<file path="src/rtl/ahb_guard_pkg.sv">
// Shared encodings for the master-stage access guard.
// Assumes AHB transfer-type coding; rights codes are two bits per slave.
package ahb_guard_pkg;

    typedef enum logic [1:0] {
        TR_IDLE   = 2'b00,
        TR_BUSY   = 2'b01,
        TR_NONSEQ = 2'b10,
        TR_SEQ    = 2'b11
    } trans_t;

    // bit 1 grants write, bit 0 grants read; write without read counts as none
    typedef enum logic [1:0] {
        RIGHTS_NONE    = 2'b00,
        RIGHTS_RO      = 2'b01,
        RIGHTS_NONE_WO = 2'b10,
        RIGHTS_RW      = 2'b11
    } rights_t;

    typedef enum logic [1:0] {
        RSP_OKAY     = 2'b00,
        RSP_ERR_WAIT = 2'b01,
        RSP_ERR_LAST = 2'b10
    } rsp_state_t;

endpackage

</file>
<file path="src/rtl/ahb_guard_decode.sv">
// Address decoder: matches the address against NS aligned power-of-two
// windows and returns a one-hot hit plus its index.
// Assumes windows do not overlap; if they do, the lowest index wins.
module ahb_guard_decode #(
    parameter int              AW       = 32,
    parameter int              NS       = 4,
    parameter int              IW       = 2,
    parameter logic [NS*AW-1:0] SLV_BASE = '0,
    parameter logic [NS*8-1:0]  SLV_LOG2 = '0
) (
    input  logic [AW-1:0] haddr,
    output logic [NS-1:0] hit,
    output logic          any_hit,
    output logic [IW-1:0] hit_idx
);

    logic [NS-1:0] raw;

    // per-window compare on the address bits above the window size
    for (genvar g = 0; g < NS; g++) begin : g_win
        localparam logic [AW-1:0] BASE = SLV_BASE[g*AW +: AW];
        localparam int            SZ   = int'(SLV_LOG2[g*8 +: 8]);
        localparam logic [AW-1:0] MASK = ~((AW'(1) << SZ) - AW'(1));
        assign raw[g] = ((haddr ^ BASE) & MASK) == '0;
    end

    // priority pick so the hit stays one-hot even on overlapping windows
    always_comb begin
        hit     = '0;
        hit_idx = '0;
        for (int i = NS - 1; i >= 0; i--) begin
            if (raw[i]) begin
                hit     = '0;
                hit[i]  = 1'b1;
                hit_idx = IW'(i);
            end
        end
    end

    assign any_hit = |raw;

endmodule

</file>
<file path="src/rtl/ahb_guard_check.sv">
// Access checker: applies the rights table, the master enable and the
// protected window to a decoded transfer and reports whether it is allowed.
// Assumes hit_idx is only meaningful when any_hit is high.
module ahb_guard_check
    import ahb_guard_pkg::*;
#(
    parameter int              AW        = 32,
    parameter int              NS        = 4,
    parameter int              IW        = 2,
    parameter logic [NS*2-1:0] PERM      = '1,
    parameter bit              IS_FABRIC = 1'b0,
    parameter logic [AW-1:0]   PROT_BASE = '0,
    parameter int              PROT_LOG2 = 12
) (
    input  logic [AW-1:0] haddr,
    input  logic          hwrite,
    input  logic          mst_en,
    input  logic          any_hit,
    input  logic [IW-1:0] hit_idx,
    output logic          allowed
);

    localparam logic [AW-1:0] PMASK = ~((AW'(1) << PROT_LOG2) - AW'(1));

    rights_t tab [NS];
    rights_t rights;
    logic    in_prot;
    logic    rd_ok;
    logic    wr_ok;

    // rights table unpacked from the parameter vector
    for (genvar g = 0; g < NS; g++) begin : g_tab
        assign tab[g] = rights_t'(PERM[g*2 +: 2]);
    end

    assign rights  = tab[hit_idx];
    assign in_prot = IS_FABRIC && (((haddr ^ PROT_BASE) & PMASK) == '0);

    // read and write legality, then choose by direction
    always_comb begin
        rd_ok   = any_hit && (rights == RIGHTS_RO || rights == RIGHTS_RW);
        wr_ok   = any_hit && (rights == RIGHTS_RW) && mst_en && !in_prot;
        allowed = hwrite ? wr_ok : rd_ok;
    end

endmodule

</file>
<file path="src/rtl/ahb_guard_resp.sv">
// Error responder and sticky flag: runs the two-cycle ERROR response for an
// accepted violation and holds the flag until a clear pulse.
// Assumes the caller never reports a violation while err_wait is high.
module ahb_guard_resp
    import ahb_guard_pkg::*;
(
    input  logic clk,
    input  logic rst_n,
    input  logic viol_take,
    input  logic err_clr,
    output logic err_wait,
    output logic rsp_hready,
    output logic rsp_hresp,
    output logic err_flag
);

    rsp_state_t st;

    // response sequencer: wait cycle, final cycle, back to OKAY
    always_ff @(posedge clk) begin
        if (!rst_n)                 st <= RSP_OKAY;
        else if (viol_take)         st <= RSP_ERR_WAIT;
        else if (st == RSP_ERR_WAIT) st <= RSP_ERR_LAST;
        else                        st <= RSP_OKAY;
    end

    // sticky flag, a new violation beats a clear in the same cycle
    always_ff @(posedge clk) begin
        if (!rst_n)         err_flag <= 1'b0;
        else if (viol_take) err_flag <= 1'b1;
        else if (err_clr)   err_flag <= 1'b0;
    end

    assign err_wait   = (st == RSP_ERR_WAIT);
    assign rsp_hready = (st != RSP_ERR_WAIT);
    assign rsp_hresp  = (st != RSP_OKAY);

endmodule

</file>
<file path="src/rtl/ahb_mstage_guard.sv">
// Master-stage decoder with access guard: one instance per master. Selects
// the slave port for allowed transfers and answers refused ones itself.
// Assumes the interconnect returns rsp_* to the master when no slave is
// selected, and that hready_in is the shared bus ready.
module ahb_mstage_guard
    import ahb_guard_pkg::*;
#(
    parameter int               AW        = 32,
    parameter int               NS        = 4,
    parameter logic [NS*AW-1:0] SLV_BASE  = {32'h4000_0000, 32'h2002_0000,
                                             32'h2001_0000, 32'h2000_0000},
    parameter logic [NS*8-1:0]  SLV_LOG2  = {8'd20, 8'd16, 8'd16, 8'd16},
    parameter logic [NS*2-1:0]  PERM      = '1,
    parameter bit               IS_FABRIC = 1'b0,
    parameter logic [AW-1:0]    PROT_BASE = 32'h2000_8000,
    parameter int               PROT_LOG2 = 12
) (
    input  logic          clk,
    input  logic          rst_n,
    input  logic          mst_en,
    input  logic [AW-1:0] haddr,
    input  logic [1:0]    htrans,
    input  logic          hwrite,
    input  logic          hready_in,
    input  logic          err_clr,
    output logic [NS-1:0] slave_sel,
    output logic          rsp_hready,
    output logic          rsp_hresp,
    output logic          err_flag
);

    localparam int IW = (NS > 1) ? $clog2(NS) : 1;

    logic [NS-1:0] hit;
    logic          any_hit;
    logic [IW-1:0] hit_idx;
    logic          allowed;
    logic          active;
    logic          err_wait;
    logic          viol_take;

    ahb_guard_decode #(
        .AW(AW), .NS(NS), .IW(IW), .SLV_BASE(SLV_BASE), .SLV_LOG2(SLV_LOG2)
    ) i_decode (
        .haddr(haddr), .hit(hit), .any_hit(any_hit), .hit_idx(hit_idx)
    );

    ahb_guard_check #(
        .AW(AW), .NS(NS), .IW(IW), .PERM(PERM), .IS_FABRIC(IS_FABRIC),
        .PROT_BASE(PROT_BASE), .PROT_LOG2(PROT_LOG2)
    ) i_check (
        .haddr(haddr), .hwrite(hwrite), .mst_en(mst_en),
        .any_hit(any_hit), .hit_idx(hit_idx), .allowed(allowed)
    );

    ahb_guard_resp i_resp (
        .clk(clk), .rst_n(rst_n), .viol_take(viol_take), .err_clr(err_clr),
        .err_wait(err_wait), .rsp_hready(rsp_hready), .rsp_hresp(rsp_hresp),
        .err_flag(err_flag)
    );

    // only NONSEQ and SEQ carry an address phase
    assign active = (trans_t'(htrans) == TR_NONSEQ) || (trans_t'(htrans) == TR_SEQ);

    // select only allowed active transfers
    assign slave_sel = (active && allowed) ? hit : '0;

    // a refusal is taken when the bus accepts the address phase
    assign viol_take = active && !allowed && hready_in && !err_wait;

endmodule

</file>
<file path="config.mk">
export PLATFORM = sky130hd
export DESIGN_NAME = ahb_mstage_guard
export DESIGN_NICKNAME = d
export VERILOG_FILES = /design/src/rtl/ahb_guard_pkg.sv /design/src/rtl/ahb_guard_decode.sv /design/src/rtl/ahb_guard_check.sv /design/src/rtl/ahb_guard_resp.sv /design/src/rtl/ahb_mstage_guard.sv
export SDC_FILE = /design/constraint.sdc
export NUM_CORES = 1
export LEC_CHECK = 0
export BUFFER_PORTS_ARGS = -buffer_cell sky130_fd_sc_hd__buf_2
export CAP_MARGIN = 10
export CORE_AREA = 2 2 39 41
export CTS_CLUSTER_DIAMETER = 120
export CTS_CLUSTER_SIZE = 12
export DETAILED_ROUTE_END_ITERATION = 8
export DIE_AREA = 0 0 41 43
export PLACE_DENSITY = 0.68
export REMOVE_ABC_BUFFERS = 1
export SLEW_MARGIN = 25
export SYNTH_ARGS = -nofsm -noshare
export SYNTH_HDL_FRONTEND = slang
export SYNTH_SLANG_ARGS = --single-unit
</file>
<file path="constraint.sdc">
create_clock -name clk -period 3.5 [get_ports clk]
set_clock_uncertainty 0.1 [all_clocks]
set_input_delay 0.175 -clock clk [delete_from_list [all_inputs] [get_ports clk]]
set_output_delay 0.175 -clock clk [all_outputs]
set_load 0.05 [all_outputs]
</file>
==> results of run 1 <==
## state kept, by name, indices dropped and copies added (netlist names)
| signal | cells |
|---|---|
| i_resp.err_flag | 1 |
| i_resp.st | 2 |
## per-layer routing
| metal | global-route usage | wire (um) | part of all wire |
|---|---|---|---|
| met3 | 0.0157 | 74 | 0.11 |
| met5 | 0 | 0 | 0 |
| met1 | 0.0735 | 246 | 0.35 |
| met4 | 0.0600 | 16 | 0.023 |
| met2 | 0.141 | 361 | 0.52 |
## per-stage QoR
| step | hold WS [ns] | util |
|---|---|---|
| final | 0.0894 | 0.312 |
| after global routing | 0.0974 | 0.312 |
| after CTS | 0.0831 | 0.312 |
| after detailed placement | 0.329 | 0.293 |
| after global placement | 0.323 | 0.293 |
| after floorplan | 0.187 | - |
## cell families after synthesis
logic type	Yosys count	synth area share
flops	3	0.250
buf+inv	3	0.0469
simple gates	20	0.589
compound gates	4	0.115
## cell usage in the layout, fill, tap and decap left out
master	instances
or2_2	1
buf_2	29
a41oi_1	1
a21oi_1	2
clkbuf_4	3
a31o_2	1
nand2_1	2
nand4_1	1
nor4b_1	2
clkbuf_1	1
nor4b_2	1
and3b_1	1
dfxtp_1	3
nor2b_1	2
nor3_1	1
nor2_1	2
or4_1	1
or4_4	2
inv_1	3
nand2b_1	1
nor4_1	3
## how the worst max path moves through the flow
stage,cells past startpoint,endpoint,startpoint,slack (ns)
global route,5,slave_sel[0],haddr[23],1.27
detailed placement,5,slave_sel[2],haddr[23],1.29
finish,5,slave_sel[2],haddr[23],1.30
CTS,5,slave_sel[2],haddr[23],1.29
global placement,5,slave_sel[2],haddr[23],1.31
floorplan,3,slave_sel[0],haddr[23],0.46
## worst min-delay path: stages
cell    delay (ns)
buf_2         0.12
inv_1         0.05
nor2_1        0.04
## final cells by class
cell class,count,share of cell area
Multi-Input combinational cell,24,0.391
Timing Repair Buffer,29,0.336
Clock buffer,4,0.0609
Inverter,3,0.0261
Tap cell,16,0.0464
Sequential cell,3,0.139
## report_power, final
part / switching [uW] / total [uW] / internal [uW]
clock network: 18.3 / 61.1 / 42.7
registers: 0.573 / 36.4 / 35.9
logic: 16.2 / 30.3 / 14.2
total: 35.1 / 128 / 92.8
==> run summary, run 1 <==
Initial Util: 0.174
DRT iter0 DRCs: 3
Worst Path Required: 3.22 ns
Placed inst area: 405 sq um
Post-CTS Resized: 0
Ranking of synthesized cells by area: dfxtp_1 (25%), or4_4 (9.4%), nor4_1 (7.8%)
Crit path buf inv count: 2
Synthesized flop and latch total: 3
# diodes: 0
Vias in the first global route: 296
Syn Std Cell Area: 240 sq um
CTS Hold Bufs: 0
WHS Path Cells: 3
Setup Fix Bufs, Post-CTS: 0
Post-synth top area share: 0.250
Dpl ws: 1.29 ns
Fillers: 149
Crit. End Element: output port
Via density: 4.57
Fin crit share: 0.629
Final hold vios: 0
CTS H-tree depth: 1
CP delay by family, top: simple AND/OR/NAND/NOR gates
Initial antenna violation count: 0
FF-to-FF path depth: 3
Critical path launch point type: input port
Non-filler cells, final: 79
Final setup margin: 1.30 ns
Ys flop type: dfxtp_1
Endpoints failing setup: 0
Slew @ Worst Pin: 0.371 ns
Ordered cell list for the critical path: buf_2 -> or4_4 -> or4_4 -> nor4b_2 -> buf_2
Post-synth EDFFs: 0
Max incr delay on CP: 0.56 ns
Top post-synthesis cells by count: dfxtp_1 (3), inv_1 (3), nor4_1 (3)
FF-to-FF Start: i_resp.st[1]
DRT Wirelength: 698 um
Layout Nets: 104
Setup tns final: 0 ns
GRT Total Usage: 0.0802
First-pass GRT wire length: 972 um
Leak: 0.000220 uW
Layout cell share with drive strength beyond 1: 0.587
Sequential element share of the synthesized area: 0.250
Die ar.: 0.00176 sq mm
Worst-path fanout max: 4
CTS Buffer Depth: 2
Cells after Synth: 30
Status: finished clean
Yosys warns: 0
HP Start: rst_n
Row count: 14
Post-route ant nets: 0
Root buf cell: clkbuf_4
Multi-input combinational cell area: 169 sq um
Max-slew headroom: 0.749
DR DRC count: 0
Die width: 41 um
Post-synthesis cell type count: 18
R2R Path End: i_resp.err_flag
CTS tree: done
Post-synth top area cell: dfxtp_1
Port bufs: 29
Clock Pin Slew Worst Setup and Hold Paths: 0.04 ns
Drt pass-1 iters: 4
Pwr Total: 128 uW
Total count of max-transition violations in the final report: 0
Num ports: 47
Largest net degree at the start of global routing: 5
Via count: 361
Mean Syn Cell Area: 8.01 sq um
Clock buffer count from CTS: 3
Fin crit period: 2.20 ns
Crit path DAT: 1.93 ns
DP Cell Count: 75
Max Cap Viol: 0
Clock Sinks: 3
Layout area overhead: 79.7%
Hold Crit Class: in -> reg
Slowest CP cell: or4_4
Congestion Overflow GR: 0
Hold Path End: i_resp.st[1]
RSZ-0062 raised after global routing: no
Fmax: 0.455 GHz
VDD IR max: 122 uV
Design area: 432 sq um
Reg2reg setup slack: 2.51 ns
Pwr/cell area: 296 mW/mm^2
CP Class: in -> out
Sequential Area: 60.1 sq um
Die Ht: 43 um
Gp weighted congestion: 0.604
Worst skew pair latency: 0.23 ns
Detail Placement HPWL: 611 um
Synth async-reset ratio: 0
WL/cell: 8.84 um
Core footprint: 0.00138 sq mm
(Power assumes the default switching activity.)
==> run 2, diff against run 1 <==
PLACE_DENSITY = 0.7   (was 0.68)
clock period = 2 ns   (was 3.5 ns; I/O delays follow)
==> run 2 against run 1 <==
Net effect: clock power grew 75%; count of clock-buffer cells in the layout stayed put; hold slack got worse by 0.076 ns; combinational power rose by 91%; sequential power rose by 75%; final area is 19% higher.
==> run summary, run 2 (synthesis gave the netlist of run 1 again) <==
Min Hold Slack: 0.0136 ns
CP Class: in -> out
Worst skew pair latency: 0.23 ns
Hold Crit Class: in -> reg
Layout cell share with drive strength beyond 1: 0.636
Fin crit share: 0.995
Fmax: 0.503 GHz
DR DRC count: 0
Clock Pin Slew Worst Setup and Hold Paths: 0.03 ns
Vias in the first global route: 348
Gp weighted congestion: 0.619
Max-slew headroom: 0.737
Stages on worst setup path: 5
Layout Nets: 107
DRT iter0 DRCs: 1
Worst Path Required: 1.80 ns
Dpl ws: -0.0369 ns
Layout area overhead: 113%
Row count: 14
Die ar.: 0.00176 sq mm
Fillers: 150
Via density: 4.43
Total count of max-transition violations in the final report: 0
Die Ht: 43 um
Critical path launch point type: input port
Reg2reg setup slack: 1.01 ns
FF-to-FF Start: i_resp.err_flag
Slowest CP cell: or4_4
CTS Buffer Depth: 2
Core footprint: 0.00138 sq mm
Leak: 0.000250 uW
R2R Path End: i_resp.err_flag
CP Capture Point: slave_sel[2]
Num ports: 47
Sequential Area: 60.1 sq um
Fin crit period: 1.99 ns
# diodes: 0
Post-route ant nets: 0
Status: finished clean
Initial antenna violation count: 0
Crit path DAT: 1.79 ns
Multi-input combinational cell area: 199 sq um
Congestion Overflow GR: 0
Pwr/cell area: 448 mW/mm^2
Worst-path fanout max: 4
Max FFs per register: 2
Ordered cell list for the critical path: buf_6 -> or4_4 -> or4_4 -> nor4b_4 -> buf_6
Initial Util: 0.174
Port bufs: 29
Clock buffer count from CTS: 3
Regs by FF count: i_resp.st: 2 flops, i_resp.err_flag: 1 flops
Most frequent cells in the layout: buf_2 (24), buf_6 (4), buf_4 (4)
Via count: 363
Largest net degree at the start of global routing: 5
Drt pass-1 iters: 4
GRT Total Usage: 0.0964
FF-to-FF path depth: 3
Non-filler cells, final: 82
Clock Sinks: 3
Max Cap Viol: 0
Slew @ Worst Pin: 0.388 ns
RSZ-0062 raised after global routing: yes
Die width: 41 um
WL/cell: 9.04 um
Final hold vios: 0
Setup Fix Bufs, Post-CTS: 0
CTS tree: done
VDD IR max: 263 uV
Max incr delay on CP: 0.58 ns
Root buf cell: clkbuf_4
Endpoints failing setup: 0
DP Cell Count: 78
CP delay by family, top: simple AND/OR/NAND/NOR gates
Crit path buf inv count: 2
Commonest non-fill, non-tap cell in the layout: buf_2
Crit. End Element: output port
CP Launch Point: haddr[23]
DRT Wirelength: 741 um
Most flops, register: i_resp.st
First-pass GRT wire length: 1.12 mm
Final setup margin: 0.0104 ns
CTS H-tree depth: 1
-- run 2: changes by cell type in the layout (fill, tap and decap cells not counted), moves of 2 or more --
cell / previous run / this run
buf_2: 29 / 24
buf_4: 0 / 4
buf_6: 0 / 4
nor4_1: 3 / 1
-- run 2: worst register-to-register path, stage by stage (launching register included) --
cell	delay (ns)
dfxtp_1	0.30
and3b_1	0.19
nor4_1	0.18
a21oi_1	0.10
-- run 2: cell type report --
type,count,area share
multi-input combinational,24,0.389
timing repair buffer,32,0.381
sequential,3,0.117
clock buffer,4,0.0513
tap,16,0.0391
inverter,3,0.0220
-- run 2: how the worst min path moves through the flow --
stage              start      endpoint  slack [ns]  depth (start not counted)
6_report           rst_n  i_resp.st[1]        0.01                          3
2_1_floorplan      rst_n  i_resp.st[1]        0.11                          2
5_1_grt        htrans[1]  i_resp.st[0]        0.03                          3
3_5_place_dp       rst_n  i_resp.st[1]        0.25                          3
3_3_place_gp       rst_n  i_resp.st[1]        0.25                          3
4_1_cts            rst_n  i_resp.st[1]       0.006                          3
-- run 2: where the power goes --
| part | internal (uW) | switching [uW] | total, uW |
|---|---|---|---|
| Combinational | 27.7 | 30.4 | 58.0 |
| Sequential | 62.7 | 0.932 | 63.6 |
| Clock | 74.9 | 32.5 | 107 |
-- run 2: metal layers --
layer  vias up  wire length, um  GRT usage
met5         -                0          0
li1        189                -          -
met2        15              398      0.169
met1       159              279     0.0707
met4         0                0     0.0867
met3         0               63     0.0366
-- run 2: through the flow --
stage	utilization	area, sq um	total power, uW	TNS (ns)
CTS	0.334	462	231	0
global placement	0.309	428	118	-0.0345
finish	0.370	512	229	0
floorplan	-	240	89.3	-2.23
detailed placement	0.309	428	119	-0.0369
global route	0.370	512	245	-0.0367
-- run 2: timing repair --
| item | in CTS | in global routing |
|---|---|---|
| endpoints found under the hold margin | 0 | 0 |
| gates cloned | 0 | 0 |
| gates resized for setup | 3 | 10 |
| hold buffers | 0 | 0 |
| setup endpoints to repair | 3 | 4 |
==> run 3, diff against run 2 <==
ABC_AREA = 1   (was not set)
PLACE_DENSITY = 0.76   (was 0.7)
==> run 3 against run 2 <==
Net effect: register-to-register slack better by 0.02 ns; sequential share of layout area is 0.42 points higher; sequential power grew 0.6%; sequential cell count unchanged; total power shrank 1.9%; setup slack improved by 0.55 ns; die area stayed put; global-route usage decreased by 0.12 points; largest cell class unchanged; highest routed layer unchanged.
==> run summary, run 3 <==
Clock Sinks: 3
Top post-synthesis cells by count: nand2_1 (14), nor2_1 (14), inv_1 (6)
CTS tree: done
Gp weighted congestion: 0.664
CP most frequent cell: nand2_1
Core footprint: 0.00138 sq mm
Die width: 41 um
HP Start: rst_n
DR DRC count: 0
Post-synth EDFFs: 0
Commonest non-fill, non-tap cell in the layout: buf_2
CTS H-tree depth: 1
DP Cell Count: 101
Mean Syn Cell Area: 5.41 sq um
Worst Path Required: 1.80 ns
Setup Fix Bufs, Post-CTS: 0
First-pass GRT wire length: 1.23 mm
Crit. End Element: output port
Port bufs: 29
Crit path buf inv count: 2
Initial Util: 0.219
Pwr Total: 225 uW
Hold Crit Class: in -> reg
Die Ht: 43 um
Clock Pin Slew Worst Setup and Hold Paths: 0.04 ns
Row count: 14
Fmax: 0.694 GHz
Yosys warns: 0
Max Cap Viol: 0
DRT Wirelength: 816 um
Most frequent cells in the layout: buf_2 (29), nor2_1 (14), nand2_1 (14), inv_1 (6), nor2_2 (5)
Num ports: 47
Ys flop type: dfxtp_1
Fin crit share: 0.720
Ranking of synthesized cells by area: dfxtp_1 (20%), nand2_1 (17%), nor2_1 (17%)
Via density: 4.20
Root buf cell: clkbuf_4
Endpoints failing setup: 0
Via count: 441
Placed inst area: 468 sq um
Status: finished clean
Crit path DAT: 1.24 ns
GRT Total Usage: 0.0952
Max incr delay on CP: 0.27 ns
CP Launch Point: haddr[25]
Initial antenna violation count: 0
Vias in the first global route: 394
Fin crit period: 1.44 ns
CP delay by family, top: simple AND/OR/NAND/NOR gates
Layout cell share with drive strength beyond 1: 0.472
Max FFs per register: 2
Layout Nets: 130
DRT iter0 DRCs: 7
Max-slew headroom: 0.845
Most flops, register: i_resp.st
Final hold vios: 0
Post-synthesis cell type count: 16
Cells after Synth: 56
Slew @ Worst Pin: 0.231 ns
Slowest CP cell: buf_2
Post-synth top area cell: dfxtp_1
FF-to-FF Start: i_resp.st[0]
Syn Std Cell Area: 303 sq um
Pwr/cell area: 454 mW/mm^2
Regs by FF count: i_resp.st: 2 flops, i_resp.err_flag: 1 flops
CTS Hold Bufs: 0
Util after Layout: 0.357
CTS Buffer Depth: 2
VDD IR max: 142 uV
Worst skew pair latency: 0.23 ns
Synthesized flop and latch total: 3
Post-synth top area share: 0.198
Setup tns final: 0 ns
Detail Placement HPWL: 693 um
Post-route ant nets: 0
Drt pass-1 iters: 4
Ordered cell list for the critical path: buf_2 -> nor2_1 -> nand2_1 -> nor2_4 -> nand2_1 -> nand2_1 -> nand4_1 -> nor2_1 -> buf_2
Sequential element share of the synthesized area: 0.198
Critical path launch point type: input port
Total count of max-transition violations in the final report: 0
RSZ-0062 raised after global routing: no
CP Class: in -> out
Die ar.: 0.00176 sq mm
Clock buffer count from CTS: 3
Leak: 0.000267 uW
# diodes: 0
WL/cell: 7.77 um
Layout area overhead: 63.2%
Largest net degree at the start of global routing: 7
Worst-path fanout max: 6
Congestion Overflow GR: 0
Synth async-reset ratio: 0
Non-filler cells, final: 105
Design area: 494 sq um
Post-CTS Resized: 0
## run 3: changes by cell type in the layout (fill, tap and decap cells not counted), sizes merged, moves of 2 or more
| cell | previous run | this run |
|---|---|---|
| nor4b | 3 | 0 |
| buf | 32 | 29 |
| nor4 | 3 | 0 |
| nor2b | 2 | 0 |
| nand3 | 0 | 2 |
| nor2 | 2 | 20 |
| inv | 3 | 8 |
| nand2 | 2 | 15 |
| o21ai | 0 | 2 |
| or4 | 3 | 0 |
| a21oi | 2 | 0 |
## run 3: cell families (layout without fill, tap and decap cells)
family / after synthesis / count (layout) / synth area share
compound gates: 2 / 2 / 0.0454
buf+inv: 9 / 42 / 0.112
flops: 3 / 3 / 0.198
simple gates: 42 / 42 / 0.645
## run 3: worst paths after layout
path,endpoint,slack (ns),cells past startpoint
setup / recovery,slave_sel[2],0.56,9
hold / removal,i_resp.st[1],0.02,3
setup reg to reg,i_resp.err_flag,1.03,7
hold reg to reg,i_resp.st[1],0.39,3
## run 3: layer usage
layer,up-vias,global-route usage,part of all wire
met2,22,0.191,0.52
met3,0,0,0.092
li1,235,-,-
met4,0,0.0400,0
met5,-,0,0
met1,184,0.0895,0.39
## run 3: area by class of cell
| class | instances | area, sq um |
|---|---|---|
| Inverter | 9 | 33.8 |
| Fill cell | 147 | 890 |
| Multi-Input combinational cell | 44 | 209 |
| Timing Repair Buffer | 29 | 145 |
| Sequential cell | 3 | 60.1 |
| Clock buffer | 4 | 26.3 |
| Tap cell | 16 | 20.0 |
## run 3: power breakdown
part | internal [uW] | switching [uW] | total, uW
clock | 74.6 | 28.5 | 103
combinational | 24.6 | 33.0 | 57.6
sequential | 62.8 | 1.17 | 64.0
## run 3: worst min-delay path, stage by stage
cell and delay [ns]:
buf_2 0.11, inv_1 0.05, nor2_1 0.03
## run 3: per-stage QoR
stage          setup slack [ns]  hold slack [ns]
2_1_floorplan             0.478            0.112
3_3_place_gp              0.616            0.241
3_5_place_dp              0.580            0.249
4_1_cts                   0.573           0.0148
5_1_grt                   0.436           0.0308
6_report                  0.559           0.0154
